==> src/rtl/op_scan_pkg.sv <==
package op_scan_pkg;
  // one table record, viewed as the 64-bit memory word
  typedef struct packed {
    logic [31:0] handler;  // bytes 4..7, little-endian
    logic [7:0]  opcode;   // byte 3
    logic [7:0]  spec;     // byte 2
    logic [15:0] lead;     // bytes 0..1, must be zero
  } rec_t;

  typedef enum logic [1:0] {
    ST_IDLE = 2'd0,
    ST_SCAN = 2'd1,
    ST_RESP = 2'd2
  } scan_st_e;
endpackage

==> src/rtl/op_scan_match.sv <==
module op_scan_match
  import op_scan_pkg::*;
(
  input  logic [63:0] rec_word_i,
  input  logic [7:0]  key_i,
  output logic        hit_o,
  output logic        unsup_o,
  output logic [31:0] handler_o
);
  rec_t rec;

  always_comb begin
    rec       = rec_t'(rec_word_i);
    hit_o     = (rec.opcode == key_i);
    unsup_o   = (rec.spec != 8'd0) || (rec.lead != 16'd0);
    handler_o = rec.handler;
  end
endmodule

==> src/rtl/op_scan_ctrl.sv <==
module op_scan_ctrl
  import op_scan_pkg::*;
#(
  parameter int unsigned MAX_ENTRIES = 32,
  parameter int unsigned AW = (MAX_ENTRIES > 1) ? $clog2(MAX_ENTRIES) : 1,
  parameter int unsigned CW = $clog2(MAX_ENTRIES + 1)
) (
  input  logic          clk_i,
  input  logic          rst_ni,
  input  logic          req_valid_i,
  output logic          req_ready_o,
  input  logic [7:0]    req_opcode_i,
  input  logic [CW-1:0] count_i,
  output logic [7:0]    key_o,
  input  logic          hit_i,
  input  logic          unsup_i,
  input  logic [31:0]   handler_i,
  output logic          rd_en_o,
  output logic [AW-1:0] rd_addr_o,
  output logic          rsp_valid_o,
  output logic [31:0]   rsp_handler_o,
  output logic          rsp_err_o,
  output logic          rsp_unsup_o
);
  localparam logic [CW-1:0] CNT_MAX = CW'(MAX_ENTRIES);

  scan_st_e      state_q;
  logic [7:0]    key_q;
  logic [CW-1:0] cnt_q, nxt_q, cnt_eff;
  logic [31:0]   h_q;
  logic          err_q, unsup_q;
  logic          accept, match_now, more;

  always_comb begin
    accept    = req_valid_i && (state_q == ST_IDLE);
    cnt_eff   = (count_i > CNT_MAX) ? CNT_MAX : count_i;
    match_now = (state_q == ST_SCAN) && hit_i;
    more      = (nxt_q < cnt_q);
    rd_en_o   = 1'b0;
    rd_addr_o = '0;
    if (accept && (cnt_eff != '0)) begin
      rd_en_o = 1'b1;
    end else if ((state_q == ST_SCAN) && !match_now && more) begin
      rd_en_o   = 1'b1;
      rd_addr_o = nxt_q[AW-1:0];
    end
  end

  always_ff @(posedge clk_i or negedge rst_ni) begin
    if (!rst_ni) begin
      state_q <= ST_IDLE;
      key_q   <= '0;
      cnt_q   <= '0;
      nxt_q   <= '0;
      h_q     <= '0;
      err_q   <= 1'b0;
      unsup_q <= 1'b0;
    end else begin
      unique case (state_q)
        ST_IDLE: if (accept) begin
          key_q <= req_opcode_i;
          cnt_q <= cnt_eff;
          nxt_q <= CW'(1);
          if (cnt_eff == '0) begin
            state_q <= ST_RESP;
            h_q     <= '0;
            err_q   <= 1'b1;
            unsup_q <= 1'b0;
          end else begin
            state_q <= ST_SCAN;
          end
        end
        ST_SCAN: begin
          if (match_now) begin
            state_q <= ST_RESP;
            h_q     <= unsup_i ? 32'd0 : handler_i;
            err_q   <= unsup_i;
            unsup_q <= unsup_i;
          end else if (!more) begin
            state_q <= ST_RESP;
            h_q     <= '0;
            err_q   <= 1'b1;
            unsup_q <= 1'b0;
          end else begin
            nxt_q <= nxt_q + CW'(1);
          end
        end
        ST_RESP: state_q <= ST_IDLE;
        default: state_q <= ST_IDLE;
      endcase
    end
  end

  assign req_ready_o   = (state_q == ST_IDLE);
  assign rsp_valid_o   = (state_q == ST_RESP);
  assign rsp_handler_o = h_q;
  assign rsp_err_o     = err_q;
  assign rsp_unsup_o   = unsup_q;
  assign key_o         = key_q;
endmodule

==> src/rtl/op_dispatch_scan.sv <==
module op_dispatch_scan #(
  parameter int unsigned MAX_ENTRIES = 32,
  localparam int unsigned AW = (MAX_ENTRIES > 1) ? $clog2(MAX_ENTRIES) : 1,
  localparam int unsigned CW = $clog2(MAX_ENTRIES + 1)
) (
  input  logic          clk_i,
  input  logic          rst_ni,
  input  logic          req_valid_i,
  output logic          req_ready_o,
  input  logic [7:0]    req_opcode_i,
  input  logic [CW-1:0] entry_count_i,
  output logic          mem_rd_en_o,
  output logic [AW-1:0] mem_rd_addr_o,
  input  logic [63:0]   mem_rd_data_i,
  output logic          rsp_valid_o,
  output logic [31:0]   rsp_handler_o,
  output logic          rsp_err_o,
  output logic          rsp_unsup_o
);
  logic [7:0]  key;
  logic        hit, unsup;
  logic [31:0] handler;

  op_scan_match u_match (
    .rec_word_i (mem_rd_data_i),
    .key_i      (key),
    .hit_o      (hit),
    .unsup_o    (unsup),
    .handler_o  (handler)
  );

  op_scan_ctrl #(
    .MAX_ENTRIES (MAX_ENTRIES),
    .AW          (AW),
    .CW          (CW)
  ) u_ctrl (
    .clk_i         (clk_i),
    .rst_ni        (rst_ni),
    .req_valid_i   (req_valid_i),
    .req_ready_o   (req_ready_o),
    .req_opcode_i  (req_opcode_i),
    .count_i       (entry_count_i),
    .key_o         (key),
    .hit_i         (hit),
    .unsup_i       (unsup),
    .handler_i     (handler),
    .rd_en_o       (mem_rd_en_o),
    .rd_addr_o     (mem_rd_addr_o),
    .rsp_valid_o   (rsp_valid_o),
    .rsp_handler_o (rsp_handler_o),
    .rsp_err_o     (rsp_err_o),
    .rsp_unsup_o   (rsp_unsup_o)
  );
endmodule

==> config.mk <==
export PLATFORM = sky130hd
export DESIGN_NAME = op_dispatch_scan
export DESIGN_NICKNAME = d
export VERILOG_FILES = /design/src/rtl/op_scan_pkg.sv /design/src/rtl/op_scan_match.sv /design/src/rtl/op_scan_ctrl.sv /design/src/rtl/op_dispatch_scan.sv
export SDC_FILE = /design/constraint.sdc
export NUM_CORES = 1
export LEC_CHECK = 0
export BUFFER_PORTS_ARGS = -buffer_cell sky130_fd_sc_hd__buf_2
export CAP_MARGIN = 30
export CORE_MARGIN = 10
export CORE_UTILIZATION = 35
export DETAILED_ROUTE_END_ITERATION = 6
export GPL_TIMING_DRIVEN = 0
export PLACE_DENSITY_LB_ADDON = 0.05
export SYNTH_ARGS = -nofsm -noshare
export SYNTH_HDL_FRONTEND = slang
export SYNTH_SLANG_ARGS = --single-unit
==> constraint.sdc <==
create_clock -name clk_i -period 2.2 [get_ports clk_i]
set_clock_uncertainty 0.1 [all_clocks]
set_input_delay 0.22 -clock clk_i [delete_from_list [all_inputs] [get_ports clk_i]]
set_output_delay 0.22 -clock clk_i [all_outputs]
set_load 0.05 [all_outputs]
==> metrics.txt <==
pwr dens=1040 mW/mm^2; Die ar.=around 0.011 sq mm; wire per inst=roughly 16 um; Overflow after GRT=0; total number of vias=between 2000 and 2500; global-route wire length before repair=roughly 12000 um; violated checks=setup timing; critical path startpoint category=register; clock period minus worst slack=approximately 2.3 ns; arrival time worst endpoint=about 1.9 ns; crit path capture type=output port; effective utilization at floorplan=a little over a third; count of pins over their slew limit=0; number of DRC markers after the initial detailed-route iteration=between 50 and 60; clock tree from TritonCTS=yes; proportion of layout cells with a drive suffix above 1=51.4%; area growth from synthesis to layout=45.1%; Worst IR Drop VDD=between 0.3 and 0.4 mV; share of the yosys chip area belonging to registers=between 50% and 60%; max frequency=about 440 MHz; top-level I/O count=approximately 120; Setup Crit Path Kind=reg2out; required time of the critical path=around 1.9 ns; routed wire length=approximately 7000 um; cell with the largest stage delay on the worst path=sky130_fd_sc_hd__dfrtp_2; latest clock arrival within the worst-skew pair=a little over 0.3 ns; largest fanout on the critical path=8; combined area of all synthesized cells=0.00251 sq mm; worst slew pin tran=between 0.6 and 0.7 ns; classification of the worst-slack hold path=in2reg; RSZ-0062 raised after global routing=yes; final worst setup slack=-0.0569 ns; number of warnings reported in the yosys synthesis log=0; end-of-flow core utilization=a little over half; Final Hold Violating Endpoints=0; number of buffers inserted during clock tree synthesis=5; fraction of the cycle the final worst path needs=103%; standard-cell rows=30; H-tree levels=2; Static Leak=between 1.5 and 2 nW; largest stage delay on the critical path=around 0.45 ns; number of max-cap violations=0; I/O Buffers=122; Cell Chain, Critical Path=ha_4 -> a21oi_2 -> o2111ai_1 -> o21bai_4 -> nor2_4 -> and2_4 -> buf_8; maximum buffer depth of the clock tree=2; router iterations before antenna repair=4; largest net degree at the start of global routing=32; weighted congestion at the end of routability-driven global placement=0.727; clock transition at the register clock pins on the worst setup and hold paths after CTS=0.10 ns; minimum setup slack after placement=-0.330 ns; remaining routing DRC violations=0; final setup fails=6; Sum Neg Setup Slack=-0.293 ns; combined global-route utilization of all metal layers=around an eighth; worst rel slew slack=59.9%; number of global-route vias before repair=~2300; post-synthesis instance total=204; number of clock sinks=56; net count reported at finish=440; ANT cells=0; flops & latches, synth=56; via density per instance=4.62; residual antenna-violating net count after detailed routing=0; number of buffer and inverter instances along the worst setup path=1; Die Width=between 100 and 150 um; post-synthesis net count=291; Post-Synthesis Mean Instance Area=between 10 and 15 sq um; antenna violations before repair=0; clk root buf=sky130_fd_sc_hd__clkbuf_8; top cell family by delay on the critical path=flip-flops; height of the chip=105 um; outcome=complete, but fails checks; sum of net half-perimeters after detailed placement=about 5500 um; area of the placeable core=between 0.006 and 0.007 sq mm; count of different cell masters after synthesis=36
==> report_power, final <==
group | total (mW) | switching (mW) | internal [mW]
clock network | 0.683 | 0.339 | 0.345
logic | 1.75 | 0.905 | 0.844
registers | 1.34 | 0.126 | 1.21
total | 3.77 | 1.37 | 2.40
==> synth_stat cells <==
cell / n / area share, %
sky130_fd_sc_hd__clkbuf_1: 1 / 0.15
sky130_fd_sc_hd__nand3_1: 2 / 0.40
sky130_fd_sc_hd__nand3b_1: 4 / 1.2
sky130_fd_sc_hd__o21bai_4: 1 / 0.75
sky130_fd_sc_hd__o31ai_1: 1 / 0.30
sky130_fd_sc_hd__and2b_2: 1 / 0.35
sky130_fd_sc_hd__mux2i_1: 5 / 2.0
sky130_fd_sc_hd__ha_1: 6 / 3.0
sky130_fd_sc_hd__o2bb2ai_1: 1 / 0.35
sky130_fd_sc_hd__inv_1: 9 / 1.3
sky130_fd_sc_hd__nor3b_1: 1 / 0.30
sky130_fd_sc_hd__nor4_1: 7 / 1.7
sky130_fd_sc_hd__a21oi_2: 1 / 0.35
sky130_fd_sc_hd__or4_1: 1 / 0.30
sky130_fd_sc_hd__dfrtp_1: 56 / 56
sky130_fd_sc_hd__a22o_1: 32 / 11
sky130_fd_sc_hd__nor3_1: 2 / 0.40
sky130_fd_sc_hd__a21oi_1: 4 / 0.80
sky130_fd_sc_hd__o21ai_4: 1 / 0.65
sky130_fd_sc_hd__or2_2: 3 / 0.75
sky130_fd_sc_hd__xnor2_1: 8 / 2.8
sky130_fd_sc_hd__nor2_1: 6 / 0.90
sky130_fd_sc_hd__nor2b_4: 1 / 0.55
sky130_fd_sc_hd__o2111ai_1: 1 / 0.35
sky130_fd_sc_hd__nand4_1: 4 / 1.0
sky130_fd_sc_hd__buf_6: 3 / 1.3
sky130_fd_sc_hd__buf_4: 3 / 0.90
sky130_fd_sc_hd__nand2b_1: 2 / 0.50
sky130_fd_sc_hd__and3_1: 1 / 0.25
sky130_fd_sc_hd__o21ai_0: 6 / 1.2
sky130_fd_sc_hd__mux2_2: 8 / 3.6
sky130_fd_sc_hd__nand2_1: 12 / 1.8
sky130_fd_sc_hd__a31oi_1: 1 / 0.25
sky130_fd_sc_hd__buf_2: 2 / 0.40
sky130_fd_sc_hd__nor2_4: 1 / 0.45
sky130_fd_sc_hd__and2_1: 6 / 1.5
==> cell families after synthesis <==
logic type | count (synthesis) | synth area share (%)
flops | 56 | 55.9
fa+ha+maj | 6 | 3.00
compound gates | 49 | 16.2
xor+xnor | 8 | 2.80
mux | 13 | 5.59
simple gates | 54 | 12.4
buf+inv | 18 | 4.14
==> final timing paths <==
path / slack, ns / depth (start not counted) / to / startpoint
worst min register to register: 0.40 / 1 / u_ctrl.rsp_unsup_o$_DFFE_PN0P_ / u_ctrl.rsp_unsup_o$_DFFE_PN0P_
max in group asynchronous: 1.08 / 3 / u_ctrl.nxt_q[3]$_DFFE_PN0P_ / rst_ni
worst max-delay path: -0.06 / 7 / mem_rd_addr_o[4] / u_ctrl.nxt_q[3]$_DFFE_PN0P_
min in group asynchronous: 0.34 / 2 / u_ctrl.cnt_q[3]$_DFFE_PN0P_ / rst_ni
worst max register to register: 0.01 / 10 / u_ctrl.rsp_handler_o[16]$_DFFE_PN0P_ / u_ctrl.nxt_q[3]$_DFFE_PN0P_
worst min-delay path: 0.02 / 2 / u_ctrl.rsp_handler_o[0]$_DFFE_PN0P_ / mem_rd_data_i[32]
==> registers in the layout (all words and copies together) (netlist names) <==
register,flops
u_ctrl.cnt_q,6
u_ctrl.key_o,8
u_ctrl.nxt_q,6
u_ctrl.rsp_err_o,1
u_ctrl.rsp_handler_o,32
u_ctrl.rsp_unsup_o,1
u_ctrl.state_q,2
==> cell usage in the layout (no fill, tap or decap), types with 5 or more instances in the layout <==
cell / netlist / final
sky130_fd_sc_hd__buf_2: 2 / 118
sky130_fd_sc_hd__dfrtp_1: 56 / 55
sky130_fd_sc_hd__a22o_1: 32 / 32
sky130_fd_sc_hd__buf_4: 3 / 18
sky130_fd_sc_hd__nand2_1: 12 / 12
sky130_fd_sc_hd__inv_1: 9 / 8
sky130_fd_sc_hd__xnor2_1: 8 / 8
sky130_fd_sc_hd__mux2_2: 8 / 8
sky130_fd_sc_hd__nor4_1: 7 / 7
sky130_fd_sc_hd__o21ai_0: 6 / 6
sky130_fd_sc_hd__buf_8: 0 / 6
sky130_fd_sc_hd__nor2_1: 6 / 5
sky130_fd_sc_hd__and2_4: 0 / 5
sky130_fd_sc_hd__mux2i_1: 5 / 5
sky130_fd_sc_hd__clkbuf_8: 0 / 5
==> final cells by class <==
class | count | area (sq um)
clock buffers | 6 | 72.6
well taps | 96 | 120
flip-flops and latches | 56 | 1400
fillers | 648 | 3230
plain buffers | 9 | 70.1
repair buffers | 142 | 843
inverters | 9 | 33.8
clock inverters | 2 | 38.8
multi-input cells | 130 | 1060
==> worst reg2reg max path: cells and delay by family (launching register included) <==
family	cells	cell delay, ns
flops	1	0.45
fa+ha+maj	1	0.28
compound gates	5	0.69
buf+inv	4	0.56
==> what timing repair did <==
item / 4_1_cts / 5_1_grt
hold buffers: 1 / 3
setup buffers: 8 / 7
hold endpoints to repair: 25 / 3
gates resized for setup: 30 / 2
setup endpoints to repair: 6 / 8
pin swaps: 7 / 8
==> per-layer routing <==
layer | GRT usage (%) | up-vias | routed length [um]
met1 | 14.3 | 981 | 2890
met5 | 0 | - | 0
met4 | 2.94 | 0 | 60
met2 | 21.8 | 60 | 3650
li1 | - | 1034 | -
met3 | 5.34 | 5 | 505
==> through the flow <==
| stage | power, mW | hold slack (ns) | instance area [sq um] | instances |
|---|---|---|---|---|
| after floorplan | 2.36 | -0.176 | 2510 | 204 |
| after global routing | 4.04 | 0.00356 | 3640 | 450 |
| after global placement | 2.71 | 0.336 | 3240 | 422 |
| after CTS | 3.71 | 0.000268 | 3540 | 440 |
| after detailed placement | 2.73 | 0.172 | 3260 | 423 |
| final | 3.77 | 0.0152 | 3640 | 450 |
No activity file was read; power rests on OpenSTA's default activity.
